--- config.mk ---
export PLATFORM = sky130hd
export DESIGN_NAME = rms_mean_unit
export DESIGN_NICKNAME = d
export VERILOG_FILES = /design/src/rtl/rmu_pkg.sv /design/src/rtl/rmu_sqrt.sv /design/src/rtl/rmu_div.sv /design/src/rtl/rmu_scale.sv /design/src/rtl/rms_mean_unit.sv
export SDC_FILE = /design/constraint.sdc
export NUM_CORES = 2
export LEC_CHECK = 0
export CAP_MARGIN = 30
export CORE_ASPECT_RATIO = 1.75
export CORE_UTILIZATION = 40
export CTS_CLUSTER_DIAMETER = 40
export CTS_CLUSTER_SIZE = 20
export DETAILED_ROUTE_END_ITERATION = 7
export PLACE_DENSITY_LB_ADDON = 0.1
export SYNTH_ARGS = -nofsm -noshare
export SYNTH_HDL_FRONTEND = slang
export SYNTH_SLANG_ARGS = --single-unit
--- constraint.sdc ---
create_clock -name clk -period 12.9 [get_ports clk]
set_clock_uncertainty 0.1 [all_clocks]
set_input_delay 1.935 -clock clk [delete_from_list [all_inputs] [get_ports clk]]
set_output_delay 1.935 -clock clk [all_outputs]
set_load 0.02 [all_outputs]
--- src/rtl/rmu_pkg.sv ---
package rmu_pkg;

    parameter int WORD_W    = 24;
    parameter int ACC_W     = 48;
    parameter int AVG_SHIFT = 12;
    parameter int FRAC_A    = 23;
    parameter int FRAC_B    = 22;
    parameter int LAT_MAX   = 64;

    localparam logic [2:0] SEL_IRMS  = 3'd0;
    localparam logic [2:0] SEL_VRMS  = 3'd1;
    localparam logic [2:0] SEL_PMEAN = 3'd2;
    localparam logic [2:0] SEL_QMEAN = 3'd3;
    localparam logic [2:0] SEL_APPAR = 3'd4;
    localparam logic [2:0] SEL_PFAC  = 3'd5;

    typedef enum logic [2:0] {
        ST_IDLE,
        ST_PREP,
        ST_SQRT,
        ST_SCALE,
        ST_DIV,
        ST_FIN
    } rmu_state_t;

    function automatic logic signed [63:0] sx_word(input logic signed [WORD_W-1:0] v);
        return {{(64-WORD_W){v[WORD_W-1]}}, v};
    endfunction

    function automatic logic signed [63:0] sx_acc(input logic signed [ACC_W-1:0] v);
        return {{(64-ACC_W){v[ACC_W-1]}}, v};
    endfunction

    function automatic logic signed [WORD_W-1:0] sat_word(input logic signed [63:0] x);
        logic signed [63:0] hi;
        logic signed [63:0] lo;
        hi = (64'sd1 <<< (WORD_W-1)) - 64'sd1;
        lo = -(64'sd1 <<< (WORD_W-1));
        if (x > hi)      return hi[WORD_W-1:0];
        else if (x < lo) return lo[WORD_W-1:0];
        else             return x[WORD_W-1:0];
    endfunction

endpackage

--- src/rtl/rmu_sqrt.sv ---
module rmu_sqrt #(
    parameter int ROOT_W = 23,
    localparam int RAD_W = 2*ROOT_W,
    localparam int CNT_W = $clog2(ROOT_W+1)
) (
    input  logic              clk,
    input  logic              rst_n,
    input  logic              go,
    input  logic [RAD_W-1:0]  radicand,
    output logic              fin,
    output logic [ROOT_W-1:0] root
);

    typedef struct packed {
        logic              run;
        logic              fin;
        logic [CNT_W-1:0]  cnt;
        logic [RAD_W-1:0]  rad;
        logic [RAD_W-1:0]  hold;
        logic [ROOT_W+2:0] rem;
        logic [ROOT_W-1:0] root;
    } sq_reg_t;

    sq_reg_t r_q, r_d;

    logic [ROOT_W+2:0] rem_sh;
    logic [ROOT_W+2:0] trial;

    always_comb begin
        r_d     = r_q;
        r_d.fin = 1'b0;
        rem_sh  = {r_q.rem[ROOT_W:0], r_q.rad[RAD_W-1:RAD_W-2]};
        trial   = {1'b0, r_q.root, 2'b01};
        if (go && !r_q.run) begin
            r_d.run  = 1'b1;
            r_d.cnt  = CNT_W'(ROOT_W);
            r_d.rad  = radicand;
            r_d.hold = radicand;
            r_d.rem  = '0;
            r_d.root = '0;
        end else if (r_q.run) begin
            r_d.rad = {r_q.rad[RAD_W-3:0], 2'b00};
            if (rem_sh >= trial) begin
                r_d.rem  = rem_sh - trial;
                r_d.root = {r_q.root[ROOT_W-2:0], 1'b1};
            end else begin
                r_d.rem  = rem_sh;
                r_d.root = {r_q.root[ROOT_W-2:0], 1'b0};
            end
            r_d.cnt = r_q.cnt - 1'b1;
            if (r_q.cnt == CNT_W'(1)) begin
                r_d.run = 1'b0;
                r_d.fin = 1'b1;
            end
        end
    end

    always_ff @(posedge clk or negedge rst_n) begin
        if (!rst_n) r_q <= '0;
        else        r_q <= r_d;
    end

    assign fin  = r_q.fin;
    assign root = r_q.root;


    root_floor_chk: assert property (@(posedge clk) disable iff (!rst_n)
        r_q.fin |-> (({{(64-ROOT_W){1'b0}}, r_q.root} * {{(64-ROOT_W){1'b0}}, r_q.root})
                        <= {{(64-RAD_W){1'b0}}, r_q.hold})
                 && ((({{(64-ROOT_W){1'b0}}, r_q.root} + 64'd1) * ({{(64-ROOT_W){1'b0}}, r_q.root} + 64'd1))
                        > {{(64-RAD_W){1'b0}}, r_q.hold}));

endmodule

--- src/rtl/rmu_div.sv ---
module rmu_div #(
    parameter int N_W = 46,
    parameter int D_W = 24,
    localparam int CNT_W = $clog2(N_W+1)
) (
    input  logic           clk,
    input  logic           rst_n,
    input  logic           go,
    input  logic [N_W-1:0] dividend,
    input  logic [D_W-1:0] divisor,
    output logic           fin,
    output logic [N_W-1:0] quotient
);

    typedef struct packed {
        logic             run;
        logic             fin;
        logic [CNT_W-1:0] cnt;
        logic [N_W-1:0]   dvd;
        logic [D_W-1:0]   dsr;
        logic [D_W-1:0]   rem;
        logic [N_W-1:0]   hold;
    } dv_reg_t;

    dv_reg_t r_q, r_d;

    logic [D_W:0] rem_sh;
    logic [D_W:0] rem_sub;

    always_comb begin
        r_d     = r_q;
        r_d.fin = 1'b0;
        rem_sh  = {r_q.rem, r_q.dvd[N_W-1]};
        rem_sub = rem_sh - {1'b0, r_q.dsr};
        if (go && !r_q.run) begin
            r_d.run  = 1'b1;
            r_d.cnt  = CNT_W'(N_W);
            r_d.dvd  = dividend;
            r_d.hold = dividend;
            r_d.dsr  = divisor;
            r_d.rem  = '0;
        end else if (r_q.run) begin
            if (rem_sh >= {1'b0, r_q.dsr}) begin
                r_d.rem = rem_sub[D_W-1:0];
                r_d.dvd = {r_q.dvd[N_W-2:0], 1'b1};
            end else begin
                r_d.rem = rem_sh[D_W-1:0];
                r_d.dvd = {r_q.dvd[N_W-2:0], 1'b0};
            end
            r_d.cnt = r_q.cnt - 1'b1;
            if (r_q.cnt == CNT_W'(1)) begin
                r_d.run = 1'b0;
                r_d.fin = 1'b1;
            end
        end
    end

    always_ff @(posedge clk or negedge rst_n) begin
        if (!rst_n) r_q <= '0;
        else        r_q <= r_d;
    end

    assign fin      = r_q.fin;
    assign quotient = r_q.dvd;


    quot_exact_chk: assert property (@(posedge clk) disable iff (!rst_n)
        r_q.fin |-> ({{(64-N_W){1'b0}}, r_q.dvd} * {{(64-D_W){1'b0}}, r_q.dsr}
                     + {{(64-D_W){1'b0}}, r_q.rem}) == {{(64-N_W){1'b0}}, r_q.hold});

endmodule

--- src/rtl/rmu_scale.sv ---
module rmu_scale
    import rmu_pkg::*;
(
    input  logic signed [WORD_W-1:0] val,
    input  logic signed [WORD_W-1:0] off,
    input  logic signed [WORD_W-1:0] gain,
    output logic signed [WORD_W-1:0] res
);

    logic signed [WORD_W-1:0] diff;
    logic signed [63:0]       prod;

    always_comb begin
        diff = sat_word(sx_word(val) - sx_word(off));
        prod = sx_word(diff) * sx_word(gain);
        res  = sat_word(prod >>> FRAC_B);
    end

endmodule

--- src/rtl/rms_mean_unit.sv ---
module rms_mean_unit
    import rmu_pkg::*;
(
    input  logic                     clk,
    input  logic                     rst_n,
    input  logic                     start,
    input  logic [2:0]               sel,
    input  logic signed [ACC_W-1:0]  acc_sum,
    input  logic signed [WORD_W-1:0] offset,
    input  logic signed [WORD_W-1:0] gain,
    output logic signed [WORD_W-1:0] result,
    output logic                     done
);

    localparam int ROOT_W = WORD_W - 1;
    localparam int RAD_W  = 2 * ROOT_W;
    localparam int DVD_W  = WORD_W + FRAC_B;
    localparam int DSR_W  = WORD_W;

    typedef struct packed {
        rmu_state_t               st;
        logic [2:0]               sel;
        logic signed [ACC_W-1:0]  acc;
        logic signed [WORD_W-1:0] off;
        logic signed [WORD_W-1:0] gain;
        logic signed [WORD_W-1:0] val;
        logic signed [WORD_W-1:0] res;
        logic signed [WORD_W-1:0] irms;
        logic signed [WORD_W-1:0] vrms;
        logic signed [WORD_W-1:0] pmean;
        logic signed [WORD_W-1:0] sapp;
        logic                     neg;
        logic signed [WORD_W-1:0] out;
        logic                     done;
    } top_reg_t;

    top_reg_t r_q, r_d;

    logic                     sqrt_go, sqrt_fin;
    logic [RAD_W-1:0]         rad_in;
    logic [ROOT_W-1:0]        root;
    logic                     div_go, div_fin;
    logic [DVD_W-1:0]         dvd_in;
    logic [DSR_W-1:0]         dsr_in;
    logic [DVD_W-1:0]         quot;
    logic signed [WORD_W-1:0] scaled;

    logic signed [ACC_W-1:0]  avg;
    logic [ROOT_W-1:0]        ms_clamp;
    logic [WORD_W-1:0]        pmag;
    logic [WORD_W-1:0]        smag;
    logic signed [63:0]       app_prod;
    logic signed [63:0]       qv;

    rmu_sqrt #(.ROOT_W(ROOT_W)) sqrt_i (
        .clk      (clk),
        .rst_n    (rst_n),
        .go       (sqrt_go),
        .radicand (rad_in),
        .fin      (sqrt_fin),
        .root     (root)
    );

    rmu_div #(.N_W(DVD_W), .D_W(DSR_W)) div_i (
        .clk      (clk),
        .rst_n    (rst_n),
        .go       (div_go),
        .dividend (dvd_in),
        .divisor  (dsr_in),
        .fin      (div_fin),
        .quotient (quot)
    );

    rmu_scale scale_i (
        .val  (r_q.val),
        .off  (r_q.off),
        .gain (r_q.gain),
        .res  (scaled)
    );

    // operand shaping feeding the iterative units
    always_comb begin
        avg = r_q.acc >>> AVG_SHIFT;
        if (avg[ACC_W-1])
            ms_clamp = '0;
        else if (avg > $signed({{(ACC_W-ROOT_W){1'b0}}, {ROOT_W{1'b1}}}))
            ms_clamp = '1;
        else
            ms_clamp = avg[ROOT_W-1:0];
        rad_in   = {ms_clamp, {ROOT_W{1'b0}}};
        pmag     = r_q.pmean[WORD_W-1] ? WORD_W'(-r_q.pmean) : WORD_W'(r_q.pmean);
        smag     = r_q.sapp[WORD_W-1]  ? WORD_W'(-r_q.sapp)  : WORD_W'(r_q.sapp);
        dvd_in   = {pmag, {FRAC_B{1'b0}}};
        dsr_in   = smag;
        app_prod = sx_word(r_q.irms) * sx_word(r_q.vrms);
        qv       = {{(64-DVD_W){1'b0}}, quot};
    end

    // next-state logic
    always_comb begin
        r_d     = r_q;
        r_d.done = 1'b0;
        sqrt_go = 1'b0;
        div_go  = 1'b0;
        unique case (r_q.st)
            ST_IDLE: begin
                if (start) begin
                    r_d.sel  = sel;
                    r_d.acc  = acc_sum;
                    r_d.off  = offset;
                    r_d.gain = gain;
                    r_d.st   = ST_PREP;
                end
            end
            ST_PREP: begin
                case (r_q.sel)
                    SEL_IRMS, SEL_VRMS: begin
                        sqrt_go  = 1'b1;
                        r_d.st   = ST_SQRT;
                    end
                    SEL_PMEAN, SEL_QMEAN: begin
                        r_d.val  = sat_word(sx_acc(avg));
                        r_d.st   = ST_SCALE;
                    end
                    SEL_APPAR: begin
                        r_d.res  = sat_word(app_prod >>> FRAC_A);
                        r_d.st   = ST_FIN;
                    end
                    SEL_PFAC: begin
                        if (r_q.sapp == '0) begin
                            r_d.res = '0;
                            r_d.st  = ST_FIN;
                        end else begin
                            div_go  = 1'b1;
                            r_d.neg = r_q.pmean[WORD_W-1] ^ r_q.sapp[WORD_W-1];
                            r_d.st  = ST_DIV;
                        end
                    end
                    default: begin
                        r_d.res = '0;
                        r_d.st  = ST_FIN;
                    end
                endcase
            end
            ST_SQRT: begin
                if (sqrt_fin) begin
                    r_d.val = $signed({1'b0, root});
                    r_d.st  = ST_SCALE;
                end
            end
            ST_SCALE: begin
                r_d.res = scaled;
                r_d.st  = ST_FIN;
            end
            ST_DIV: begin
                if (div_fin) begin
                    r_d.res = sat_word(r_q.neg ? -qv : qv);
                    r_d.st  = ST_FIN;
                end
            end
            ST_FIN: begin
                r_d.out  = r_q.res;
                r_d.done = 1'b1;
                r_d.st   = ST_IDLE;
                case (r_q.sel)
                    SEL_IRMS:  r_d.irms  = r_q.res;
                    SEL_VRMS:  r_d.vrms  = r_q.res;
                    SEL_PMEAN: r_d.pmean = r_q.res;
                    SEL_APPAR: r_d.sapp  = r_q.res;
                    default: ;
                endcase
            end
            default: r_d.st = ST_IDLE;
        endcase
    end

    always_ff @(posedge clk or negedge rst_n) begin
        if (!rst_n) r_q <= '0;
        else        r_q <= r_d;
    end

    assign result = r_q.out;
    assign done   = r_q.done;

    // latency watch for the completion window
    logic [7:0] lat_cnt;
    always_ff @(posedge clk or negedge rst_n) begin
        if (!rst_n)                lat_cnt <= '0;
        else if (r_q.st == ST_IDLE) lat_cnt <= '0;
        else if (lat_cnt != 8'hFF) lat_cnt <= lat_cnt + 8'd1;
    end


    latency_bound_chk: assert property (@(posedge clk) disable iff (!rst_n)
        lat_cnt < 8'(LAT_MAX));


    done_single_chk: assert property (@(posedge clk) disable iff (!rst_n)
        done |=> !done);


    result_hold_chk: assert property (@(posedge clk) disable iff (!rst_n)
        !done |-> $stable(result));


    busy_ignore_chk: assert property (@(posedge clk) disable iff (!rst_n)
        (r_q.st != ST_IDLE) |=> ($stable(r_q.sel) && $stable(r_q.acc)));


    pf_zero_chk: assert property (@(posedge clk) disable iff (!rst_n)
        (r_q.st == ST_PREP && r_q.sel == SEL_PFAC && r_q.sapp == '0)
            |=> (r_q.st == ST_FIN && r_q.res == '0));

endmodule

# Word level (Yosys, flattened, before mapping)
# Cells that the tools add are included.
dict set report word_totals {
  reg_bits 474
  latchBits 0
  ram_bits 0
  mem_bits_ro 0
  output_inout_bits 25
  n_memories 0
}
dict set report classes {
  add_sub_neg 8
  mul 2
  div 0
  n_lt_le_gt_ge 13
  n_eq_ne 18
  shifts 0
  muxes 51
  n_bitwise 2
  n_reduce_logical 23
}
# op count
set ops {}
lappend ops {{two-way mux 24 bit} 19}
lappend ops {{one-hot mux 24 bit (3 select lines)} 2}
lappend ops {{two-way mux 47 bit} 3}
lappend ops {{> comparator 64 x 24 -> 1 bit, second input constant} 2}
lappend ops {{less-than comparator 64 x 24 -> 1 bit, second input constant} 2}
lappend ops {{two-way mux 102 bit} 1}
lappend ops {{multiplier 24 x 24 -> 48 bit} 2}
lappend ops {{> comparator 36 x 24 -> 1 bit, second input constant} 2}
lappend ops {{two-way mux 64 bit} 1}
lappend ops {{negation 46 -> 64 bit} 1}
lappend ops {{two-way mux 54 bit} 1}
lappend ops {{two-way mux 53 bit} 1}
lappend ops {{two-way mux 52 bit} 1}
lappend ops {{two-way mux 51 bit} 1}
lappend ops {{negation 24 bit} 2}
lappend ops {{one-hot mux 24 bit (2 select lines)} 1}
lappend ops {{subtractor 24 bit} 2}
lappend ops {{two-way mux 23 bit} 2}
lappend ops {{less-than comparator 36 x 24 -> 1 bit, second input constant} 1}
lappend ops {{greater-or-equal comparator 26 x 25 -> 1 bit} 1}
lappend ops {{> comparator 26 x 24 -> 1 bit, second input constant} 1}
lappend ops {{less-than comparator 26 x 24 -> 1 bit, second input constant} 1}
lappend ops {{greater-or-equal comparator 25 x 24 -> 1 bit} 1}
lappend ops {{> comparator 25 x 24 -> 1 bit, second input constant} 1}
lappend ops {{other kinds (30)} 65}

# Longest topological paths before layout
dict set report depth {
  word_depth 9
  mapped_depth 46
  ltp_nobuf 43
}

# Cells and area by module
# From an unflattened synthesis, not the netlist that was laid out.
dict set report unflattened {
  hier_cells 7467
  area_unflattened_um2 69292.7
}
# module instances cells_each area_per_inst_um2
set by_module_without_submodules {}
lappend by_module_without_submodules {rms_mean_unit 1 3545 34005.1}
lappend by_module_without_submodules {rmu_scale 1 2573 22960.8}
lappend by_module_without_submodules {rmu_div 1 702 6361.1}
lappend by_module_without_submodules {rmu_sqrt 1 647 5965.7}

# Worst setup path after synthesis
# No wires, ideal clock.
dict set report synth_timing {
  path_kind {reg-to-reg}
  start {reg r_q[152] (netlist name)}
  end {reg r_q[132] (netlist name)}
  setup_ns 0.130
  arrival_ns 9.842
  required_time_ns 12.670
  setup_slack_ns 2.828
  stages_incl_launch_ff 40
  path_buffers 4
  period_less_slack_ns 10.072
  cell_sequence {dfrtp_1 ha_1 o21a_1 o21ai_0 a2111oi_0 a211o_1 a21oi_1 inv_1 nor2_1 clkbuf_1 o21ai_0 clkbuf_1 and2_1 fa_1 inv_1 fa_1 inv_1 fa_1 [4 not listed] fa_1 inv_1 ha_1 clkbuf_1 and3_1 nand2_1 or4_1 nor2_1 a21oi_1 o211ai_1 a31oi_1 o31ai_1 xnor2_1 o21ai_0 and2_0 clkbuf_1 a221oi_1 a21oi_1}
}
dict set report synth_between {
  elab_chain_cells 9
}
# element line
set synth_rtl {}
lappend synth_rtl {{start, declared} rms_mean_unit.sv:37} ;# top_reg_t r_q, r_d;
lappend synth_rtl {{start signal, assigned} rms_mean_unit.sv:179} ;# else r_q <= r_d;
lappend synth_rtl {{subtractor 24 x 24 -> 25 bit *} rmu_scale.sv:14} ;# diff = sat_word(sx_word(val) - sx_word(off));
lappend synth_rtl {{less-than comparator 64 x 24 -> 1 bit} rmu_pkg.sv:40} ;# else if (x < lo) return lo[WORD_W-1:0];
lappend synth_rtl {{two-way mux 24 bit} rmu_pkg.sv:40}
lappend synth_rtl {{two-way mux 24 bit *} rmu_pkg.sv:39} ;# if (x > hi) return hi[WORD_W-1:0];
lappend synth_rtl {{multiplier 24 x 24 -> 48 bit *} rmu_scale.sv:15} ;# prod = sx_word(diff) * sx_word(gain);
lappend synth_rtl {{less-than comparator 26 x 24 -> 1 bit} rmu_pkg.sv:40}
lappend synth_rtl {{two-way mux 24 bit} rmu_pkg.sv:40}
lappend synth_rtl {{two-way mux 24 bit *} rmu_pkg.sv:39}
lappend synth_rtl {{one-hot mux 24 bit (3 select lines) *} rms_mean_unit.sv:105} ;# unique case (r_q.st)
# Mark *: on every way between the ends. The rest lies on a longest branch, timed or not.
# A chain may end at the register's enable or synchronous reset.

# Worst setup path after layout
dict set report layout_timing {
  start {reg r_q[156] (netlist name)}
  end {reg r_q[140] (netlist name)}
}
# Same word-level chain as after synthesis.

==> results_dict.tcl <==
set metrics [dict create \
    clk_pin_slew_worst_paths_ns 0.07 \
    synth_top_area_cell "fa_1" \
    period_minus_slack_ns 11.68 \
    synth_fp_nets 8818 \
    seq_area_frac_synth 0.167 \
    synth_area_leaders "fa_1 (37%), dfrtp_1 (17%), inv_1 (7.8%)" \
    start_kind "flop" \
    post-route-period-util 0.905 \
    critPathRequiredTime_ns 13.35 \
    crit_type "flop to flop" \
    worstHoldEndpoint "result[18]" \
    io_buffers 114 \
    cts_hold_buf 0 \
    critPathMaxFanout 22 \
    final_nets 8748 \
    fp.dieW_um 308 \
    clk_latency_ns 0.68 \
    drt_iter0_markers 2525 \
    cpLargestDelayFamily "adder cells" \
    firstDrtPassIters 5 \
    hold_depth 2 \
    r2r-end "r_q[140]" \
    setup_tns_ns 0 \
    ys_warn_count 0 \
    async_flop_share 1.00 \
    die-height_um 538 \
    antenna_found_initial 5 \
    synth_edf_count 0 \
    grt_overflow 0 \
    synth_ff_type "dfrtp_1" \
    vias 48900 \
    ios 127 \
    synth_top_area_share 0.370 \
    end_kind "flop" \
    cts_max_level 2 \
    r2r-start "r_q[156]" \
    synth.distinct_cells 78 \
    rows 196 \
    grt_pass1_vias 53300 \
    worst_slew_pin_slew_ns 1.02 \
    clock_sinks 439 \
    cts_tree "done" \
    grtUsageTotal 0.253 \
    area_growth_syn_to_layout_pct 8.99 \
    syn_area_sq_um 65700 \
    grt_pass1_wl_um 317000 \
    via_per_inst 5.25 \
    cts_buffer_depth 3 \
    syn_inst 7162 \
    finalMaxSlewViolations 0 \
    place.gp.congestion 0.912 \
    drc 0 \
    drv_cap 0 \
    clock.fmax_mhz 85.6 \
    min_from "result[18]" \
    r2r_cells 37 \
    status "complete, no violations" \
    post_cts_buffers 0 \
    r2r_slack_ns 1.22 \
    crit_arrival_ns 12.13 \
    slew_headroom 0.323 \
    grt_max_degree 137 \
    drive_gt1_frac 0.0668 \
    yosys_register_bits 439 \
    cp_num_cells 37 \
    cp_slowest_cell "fa_1" \
    min_path_type "flop to flop" \
    rsz0062_at_grt "false" \
    start_util 0.403 \
    critPathBufInv 6 \
    cts_buffers 56 \
    cts_root_buf "clkbuf_16" \
    wirelength_um 203000 \
    setup-violations-final 0 \
    crit_top_cell "fa_1" \
    synth_area_per_cell_sq_um 9.18 \
    final_antenna_net_count 0 \
    slowest_delay_ns 0.60 \
    hpwl_um 157000 \
    hold_viol_final 0 \
    core_sq_um 163000 \
    cts_resized 0 \
    dieArea_sq_um 166000 \
    wire_per_inst_um 21.8 \
]
## area by class of cell
| class | count | area [sq um] |
|---|---|---|
| clock inverter | 48 | 628 |
| antenna | 3 | 7.51 |
| clock buffer | 58 | 1430 |
| timing repair buffer | 252 | 2490 |
| tap | 2178 | 2730 |
| sequential | 439 | 11000 |
| multi-input combinational | 4980 | 48200 |
| fill | 16200 | 91500 |
| inverter | 1363 | 5120 |
## cells in the final DEF, fill, tap and decap left out, types with 13 or more instances in the layout
| cell | instances |
|---|---|
| buf_4 | 118 |
| a21oi_1 | 233 |
| o21a_1 | 28 |
| dfrtp_1 | 435 |
| and2_1 | 462 |
| nand3_1 | 41 |
| inv_1 | 1362 |
| o21ai_0 | 266 |
| nor4_1 | 19 |
| clkinv_8 | 13 |
| o221ai_1 | 24 |
| nand2b_1 | 48 |
| xor2_1 | 83 |
| nor3_1 | 66 |
| clkbuf_16 | 56 |
| and3_1 | 15 |
| nand4_1 | 41 |
| or3_1 | 28 |
| a22o_1 | 14 |
| or4_1 | 15 |
| xnor2_1 | 123 |
| mux2_2 | 162 |
| a31oi_1 | 19 |
| or2_2 | 14 |
| nand2_1 | 1074 |
| o31ai_1 | 56 |
| a211oi_1 | 36 |
| nor2b_1 | 19 |
| a21o_1 | 64 |
| nor2_1 | 244 |
| clkdlybuf4s50_1 | 113 |
| o21bai_1 | 25 |
| mux2i_1 | 24 |
| ha_1 | 340 |
| o211ai_1 | 18 |
| fa_1 | 1214 |
## worst max-delay path by stage
stage | endpoint | from | slack, ns
after floorplan | r_q[132] | r_q[152] | 2.83
after global placement | r_q[132] | r_q[156] | 1.22
after detailed placement | r_q[129] | r_q[156] | 1.32
after CTS | r_q[140] | r_q[156] | 1.30
after global routing | r_q[142] | r_q[156] | 0.64
final | r_q[140] | r_q[156] | 1.22
## per-layer routing
| metal | routed length, um | part of all wire | track usage | vias up |
|---|---|---|---|---|
| met1 | 72100 | 0.36 | 0.273 | 25600 |
| met4 | 9160 | 0.045 | 0.100 | 0 |
| li1 | - | - | - | 21900 |
| met5 | 0 | 0 | 0 | - |
| met2 | 116000 | 0.57 | 0.501 | 1024 |
| met3 | 6010 | 0.030 | 0.0194 | 398 |
## synth_stat cells, types with 18 or more instances
cell and count:
a21o_1 64, nand4_1 41, mux2_2 162, nor2b_1 21, clkbuf_1 339, a211oi_1 36
a21oi_1 245, nor4_1 20, o21bai_1 25, nand2b_1 48, nand3_1 41, o211ai_1 18
inv_1 1362, o21ai_0 270, xor2_1 83, buf_4 24, o221ai_1 24, dfrtp_1 439
fa_1 1214, nor3_1 68, ha_1 340, and2_1 462, xnor2_1 123, o21a_1 28
nand2_1 1075, a31oi_1 20, or3_1 28, mux2i_1 24, nor2_1 246, o31ai_1 59
## tightest hold or removal path: stages, from the launching register on
cell	delay (ns)
dfrtp_1	0.34
nand2_1	0.05
nand2_1	0.05
## through the flow
stage / std cells / hold slack, ns / cell area [sq um] / utilization / setup slack [ns]
6_report: 9321 / 0.378 / 71600 / 0.439 / 1.22
5_1_grt: 9319 / 0.404 / 71600 / 0.439 / 0.637
4_1_cts: 9317 / 0.384 / 71600 / 0.439 / 1.30
3_5_place_dp: 9211 / 0.366 / 69500 / 0.426 / 1.32
3_3_place_gp: 9193 / 0.354 / 69100 / 0.424 / 1.22
2_1_floorplan: 7162 / 0.347 / 65700 / - / 2.83
## sequential cells by signal, indices dropped and copies added, names as in the netlist
name and cells:
r_q 199, div_i.r_q 55, sqrt_i.r_q 53, div_i.quotient 46, avg 36, result 24
sqrt_i.root 23, div_i.fin 1, done 1, sqrt_i.fin 1
## cells by family (layout without fill, tap and decap cells)
family / Yosys count / count (layout) / synth area share
AND/OR/NAND/NOR: 2123 / 2123 / 0.151
other: 0 / 3 / 0
AO/OA/AOI/OAI: 907 / 907 / 0.0865
XOR/XNOR: 206 / 206 / 0.0275
buffers and inverters: 1743 / 1721 / 0.101
adder cells (fa/ha/maj): 1557 / 1557 / 0.435
flip-flops: 439 / 439 / 0.167
multiplexers: 187 / 187 / 0.0316
Power is left out: the tool's default activity adds up to more than one toggle a clock period on the data nets, which glitch-free logic cannot reach.
